--- config.mk ---
export PLATFORM = sky130hd
export DESIGN_NAME = sb_interlock
export DESIGN_NICKNAME = d
export VERILOG_FILES = /design/src/rtl/sb_pkg.sv /design/src/rtl/sb_lat_table.sv /design/src/rtl/sb_cnt_bank.sv /design/src/rtl/sb_hazard.sv /design/src/rtl/sb_interlock.sv
export SDC_FILE = /design/constraint.sdc
export NUM_CORES = 1
export LEC_CHECK = 0
export BUFFER_PORTS_ARGS = -buffer_cell sky130_fd_sc_hd__buf_4
export CORE_UTILIZATION = 36
export CTS_BUF_LIST = sky130_fd_sc_hd__clkbuf_8
export CTS_CLUSTER_DIAMETER = 60
export CTS_CLUSTER_SIZE = 14
export DETAILED_ROUTE_END_ITERATION = 12
export MAX_ROUTING_LAYER = met4
export PLACE_DENSITY = 0.52
export SLEW_MARGIN = 30
export SYNTH_ARGS = -nofsm -noshare
export SYNTH_HDL_FRONTEND = slang
export SYNTH_SLANG_ARGS = --single-unit
--- constraint.sdc ---
create_clock -name clk -period 10 [get_ports clk]
set_input_delay 2 -clock clk [delete_from_list [all_inputs] [get_ports clk]]
set_output_delay 2 -clock clk [all_outputs]
set_load 0.1 [all_outputs]
--- src/rtl/sb_pkg.sv ---
package sb_pkg;

    typedef enum logic [3:0] {
        CLS_PLAIN   = 4'd0,
        CLS_BRANCH  = 4'd1,
        CLS_POPC    = 4'd2,
        CLS_IMUL    = 4'd3,
        CLS_IDIV    = 4'd4,
        CLS_FARITH  = 4'd5,
        CLS_FMAC    = 4'd6,
        CLS_FMADD   = 4'd7,
        CLS_FDIV    = 4'd8,
        CLS_FSQRT   = 4'd9,
        CLS_LD_LOC  = 4'd10,
        CLS_LD_GLB  = 4'd11,
        CLS_LD_EXT  = 4'd12
    } iclass_e;

    localparam int DLY_POPC   = 1;
    localparam int DLY_IMUL   = 5;
    localparam int DLY_IDIV   = 33;
    localparam int DLY_FARITH = 5;
    localparam int DLY_FMAC   = 5;
    localparam int DLY_FMADD  = 10;
    localparam int DLY_FDIV   = 30;
    localparam int DLY_FSQRT  = 56;
    localparam int DLY_LD_LOC = 2;
    localparam int DLY_LD_GLB = 20;
    localparam int DLY_LD_EXT = 36;

    localparam int MAX_DLY = DLY_FSQRT;
    localparam int CNT_W   = $clog2(MAX_DLY + 1);

    typedef logic [CNT_W-1:0] cnt_t;

endpackage

--- src/rtl/sb_lat_table.sv ---
module sb_lat_table
    import sb_pkg::*;
(
    input  logic [3:0] cls,
    output cnt_t       dly
);

    always_comb begin
        unique case (cls)
            CLS_POPC:   dly = cnt_t'(DLY_POPC);
            CLS_IMUL:   dly = cnt_t'(DLY_IMUL);
            CLS_IDIV:   dly = cnt_t'(DLY_IDIV);
            CLS_FARITH: dly = cnt_t'(DLY_FARITH);
            CLS_FMAC:   dly = cnt_t'(DLY_FMAC);
            CLS_FMADD:  dly = cnt_t'(DLY_FMADD);
            CLS_FDIV:   dly = cnt_t'(DLY_FDIV);
            CLS_FSQRT:  dly = cnt_t'(DLY_FSQRT);
            CLS_LD_LOC: dly = cnt_t'(DLY_LD_LOC);
            CLS_LD_GLB: dly = cnt_t'(DLY_LD_GLB);
            CLS_LD_EXT: dly = cnt_t'(DLY_LD_EXT);
            default:    dly = '0;
        endcase
    end

endmodule

--- src/rtl/sb_cnt_bank.sv ---
module sb_cnt_bank
    import sb_pkg::*;
#(
    parameter int NREGS = 64,
    localparam int IDX_W = $clog2(NREGS)
) (
    input  logic             clk,
    input  logic             rst_n,
    input  logic             ld_en,
    input  logic [IDX_W-1:0] ld_idx,
    input  cnt_t             ld_val,
    output logic [NREGS-1:0] ready
);

    assign ready[0] = 1'b1;

    for (genvar g = 1; g < NREGS; g++) begin : g_reg
        cnt_t cnt_d, cnt_q;
        logic hit;

        always_comb begin
            hit   = ld_en && (ld_idx == IDX_W'(g));
            cnt_d = cnt_q;
            if (hit) begin
                cnt_d = ld_val;
            end else if (cnt_q != '0) begin
                cnt_d = cnt_q - 1'b1;
            end
        end

        always_ff @(posedge clk) begin
            if (!rst_n) begin
                cnt_q <= '0;
            end else begin
                cnt_q <= cnt_d;
            end
        end

        assign ready[g] = (cnt_q == '0);

        assert_cnt_bound_R9: assert property (@(posedge clk) disable iff (!rst_n)
            cnt_q <= cnt_t'(MAX_DLY));

        assert_countdown_R4: assert property (@(posedge clk) disable iff (!rst_n)
            (!hit && cnt_q != '0) |=> (cnt_q == cnt_t'($past(cnt_q) - 1'b1)));

        assert_reload_R7: assert property (@(posedge clk) disable iff (!rst_n)
            hit |=> (cnt_q == $past(ld_val)));
    end

endmodule

--- src/rtl/sb_hazard.sv ---
module sb_hazard #(
    parameter int NREGS = 64,
    parameter int NSRC  = 3,
    localparam int IDX_W = $clog2(NREGS)
) (
    input  logic [NREGS-1:0]      ready,
    input  logic [NSRC*IDX_W-1:0] srcs,
    input  logic [NSRC-1:0]       src_en,
    output logic                  hazard
);

    logic [NSRC-1:0] slot_busy;

    always_comb begin
        for (int k = 0; k < NSRC; k++) begin
            slot_busy[k] = src_en[k] && !ready[srcs[k*IDX_W +: IDX_W]];
        end
        hazard = |slot_busy;
    end

endmodule

--- src/rtl/sb_interlock.sv ---
module sb_interlock
    import sb_pkg::*;
#(
    parameter int NREGS = 64,
    parameter int NSRC  = 3,
    localparam int IDX_W = $clog2(NREGS)
) (
    input  logic                  clk,
    input  logic                  rst_n,
    input  logic                  iss_valid,
    input  logic [3:0]            iss_class,
    input  logic [IDX_W-1:0]      iss_dst,
    input  logic                  iss_dst_en,
    input  logic [NSRC*IDX_W-1:0] iss_srcs,
    input  logic [NSRC-1:0]       iss_src_en,
    output logic                  iss_stall,
    output logic [NREGS-1:0]      reg_ready
);

    typedef struct packed {
        logic extra_rd_done;
    } ctl_t;

    ctl_t ctl_d, ctl_q;
    logic hazard;
    logic is_fma;
    logic need_extra;
    logic fire;
    logic ld_en;
    cnt_t dly;

    sb_lat_table u_lat (
        .cls (iss_class),
        .dly (dly)
    );

    sb_hazard #(.NREGS(NREGS), .NSRC(NSRC)) u_haz (
        .ready  (reg_ready),
        .srcs   (iss_srcs),
        .src_en (iss_src_en),
        .hazard (hazard)
    );

    sb_cnt_bank #(.NREGS(NREGS)) u_bank (
        .clk    (clk),
        .rst_n  (rst_n),
        .ld_en  (ld_en),
        .ld_idx (iss_dst),
        .ld_val (dly),
        .ready  (reg_ready)
    );

    always_comb begin
        ctl_d      = ctl_q;
        is_fma     = (iss_class == CLS_FMADD);
        need_extra = is_fma && !ctl_q.extra_rd_done;
        iss_stall  = iss_valid && (hazard || need_extra);
        fire       = iss_valid && !iss_stall;
        ld_en      = fire && iss_dst_en && (iss_dst != '0);

        if (iss_valid && !hazard && need_extra) begin
            ctl_d.extra_rd_done = 1'b1;
        end
        if (fire || !iss_valid) begin
            ctl_d.extra_rd_done = 1'b0;
        end
    end

    always_ff @(posedge clk) begin
        if (!rst_n) begin
            ctl_q <= '0;
        end else begin
            ctl_q <= ctl_d;
        end
    end

    assert_fma_extra_R6: assert property (@(posedge clk) disable iff (!rst_n)
        (iss_valid && !iss_stall && is_fma) |-> $past(iss_valid && iss_stall));

    assert_stall_needs_valid_R4: assert property (@(posedge clk) disable iff (!rst_n)
        iss_stall |-> iss_valid);

endmodule

==> metrics <==
commonest non-fill, non-tap cell in the layout mux2i_1; post-synthesis adder-cell area fraction under 10%; Yosys reg bits 379; Setup TNS Final 0 ns; vias in the first global route 19441; worst min-delay path category flip-flop to flip-flop; per-cell routed wire length 20.7 um; Post-CTS Setup Bufs 0; RSZ-0062 raised after global routing no; compound-gate portion of the synthesized area between 6 and 7%; post-synthesis sequential area ratio between 30% and 40%; vias per cell 5.47; Synth warnings 0; mux share of post-synthesis cell area a little under a fifth; final hold violation count 0; largest net degree at the start of global routing 230; Die Span X ~260 um; Clock transition at path regs about 0.080 ns; ys flop type dfxtp_1; Avg Cell Area, Syn between 8 and 9 um2; CTS HTree Levels 2; Max Slew Vio Count 0; Netlist cell types between 60 and 70; Root Buffer clkbuf_8; area share of and/or/nand/nor cells after synthesis 25.5%; GRT overflow 0; first-pass GRT wire length roughly 120 mm; Cells after Synth between 2000 and 3000; Hold Path Cell Cnt 2; die span in y between 200 and 300 um; ANT nets after route 0; TritonCTS Buffers 42; outcome completed; Final Skew about 0.036 ns; Fill cells about 6600; Worst Path Arrival roughly 5.1 ns; CP Class input pin to output port; die area approximately 0.069 mm2; fraction of layout instances using a drive strength above 1 a little under an eighth; Via Count roughly 20000; Reg2Reg Depth 11; max_slew headroom between 30 and 40%; minimum clock period ~7.1 ns; area grow syn2layout 10.6%; Total GRT Usage a little under a quarter; largest family of logic cells by synthesized area simple AND/OR/NAND/NOR gates; WL final ~76 mm; most frequent cells in the layout mux2i_1, dfxtp_1, nand2_1; XOR/XNOR Fraction of Synth Area under 10%; DR pass1 iterations 9; # nets final roughly 2800; CTS resizes 0; antenna violations before repair 8; Max Clock Freq 0.141 GHz; Worst Setup End Kind output port; cell area after synthesis 0.0243 mm2; Synthesized Nets 2832; Detailed Place HPWL slightly above 50 mm; core area around 0.066 mm2; Post-CTS Hold Buffers 0; CTS sink cnt 379; num rows between 90 and 100; Port Buf Inserts 98; maximum clock path buffer count 3; Worst Path Max Fanout 34; fin crit share between 70% and 80%; Worst EP required 8.00 ns; DRC errors left 0; type of origin of the critical path input pin; I/O Pins 100; Starting Density between 30% and 40%; Setup Viol. Count Final 0; Iteration-0 DRC Markers around 1500; maximum capacitance violations 0; Slew @ Worst Pin roughly 1.0 ns; routability cong. between 0.9 and 1; CTS tree done; Worst-Skew Late Latency roughly 0.65 ns; number of synthesized flops with an enable pin 0; ys async rst share 0%
synthesized netlist by cell type, drive strengths merged, types with 6 or more instances:
library cell,count,area share (%)
nor2,112,1.9
nor3b,34,1.0
o311ai,6,0.22
o21ai,82,1.7
nand3,224,4.6
a311oi,6,0.22
o211ai,72,2.2
nand4b,58,5.5
nand2,283,4.4
mux2,7,0.32
or3,37,0.95
and2,17,0.44
inv,206,3.2
xor2,128,4.6
nor3,102,2.1
o2111ai,6,0.22
or3b,36,1.3
a211oi,9,0.28
mux2i,408,17
o31ai,7,0.22
nor2b,20,0.51
mux4,22,2.0
clkbuf,128,2.0
and4b,13,0.53
a21boi,11,0.34
nand3b,17,0.52
xnor2,93,3.3
nand2b,35,0.90
ha,69,3.5
dfxtp,379,31
buf,32,0.72
cell families (layout without fill, tap and decap cells):
group           Yosys count  after routing
flops                   379            379
mux                     437            437
xor+xnor                221            221
buf+inv                 366            413
fa+ha+maj                69             69
simple gates           1012           1012
compound gates          243            243
other cells               1              9
per-stage QoR:
step	hold slack (ns)	setup WS, ns	instances	area [um2]	utilization (%)
floorplan	0.464	2.84	2728	24300	-
global placement	0.484	2.92	3559	25800	38.9
detailed placement	0.494	2.92	3561	25900	39.0
CTS	0.513	2.93	3637	26800	40.4
global route	0.568	2.76	3647	26900	40.6
finish	0.510	2.90	3647	26900	40.6
flip-flops by register name, indices dropped and copies added, names as in the netlist:
name,count
u_bank.g.cnt_q,378
ctl_q,1
worst max-delay path: stages:
cell and delay [ns]:
buf_4 0.35, nand2_1 0.10, o31ai_1 0.22, a21oi_1 0.08, o41ai_1 0.49, nand2_1 0.10, o32a_1 0.36, or4_2 0.89
o21a_1 0.26, buf_4 0.23
final timing paths:
| check | start | endpoint | slack [ns] |
|---|---|---|---|
| max | iss_srcs[1] | iss_stall | 2.90 |
| min | ctl_q | ctl_q | 0.51 |
| max reg2reg | u_bank.g_reg[32].cnt_q[2] | u_bank.g_reg[27].cnt_q[3] | 4.93 |
| min reg2reg | ctl_q | ctl_q | 0.51 |
area by class of cell:
type	instances	area, um2	share of cell area [%]
Sequential cell	379	7590	28.2
Clock inverter	27	279	1.04
Antenna cell	8	20.0	0.0744
Timing Repair Buffer	131	1090	4.04
Clock buffer	49	674	2.51
Multi-Input combinational cell	1983	15400	57.2
Tap cell	864	1080	4.02
Inverter	206	773	2.87
layer usage:
layer	track usage (%)	vias to the layer above	share of wire (%)
met4	7.08	0	2.9
met2	35.1	494	45
li1	-	9583	-
met5	-	-	0
met1	29.9	9764	47
met3	3.44	116	5.4
Power is not shown: default switching activity piles up to over one toggle a cycle in this logic, so the estimate is an artifact.
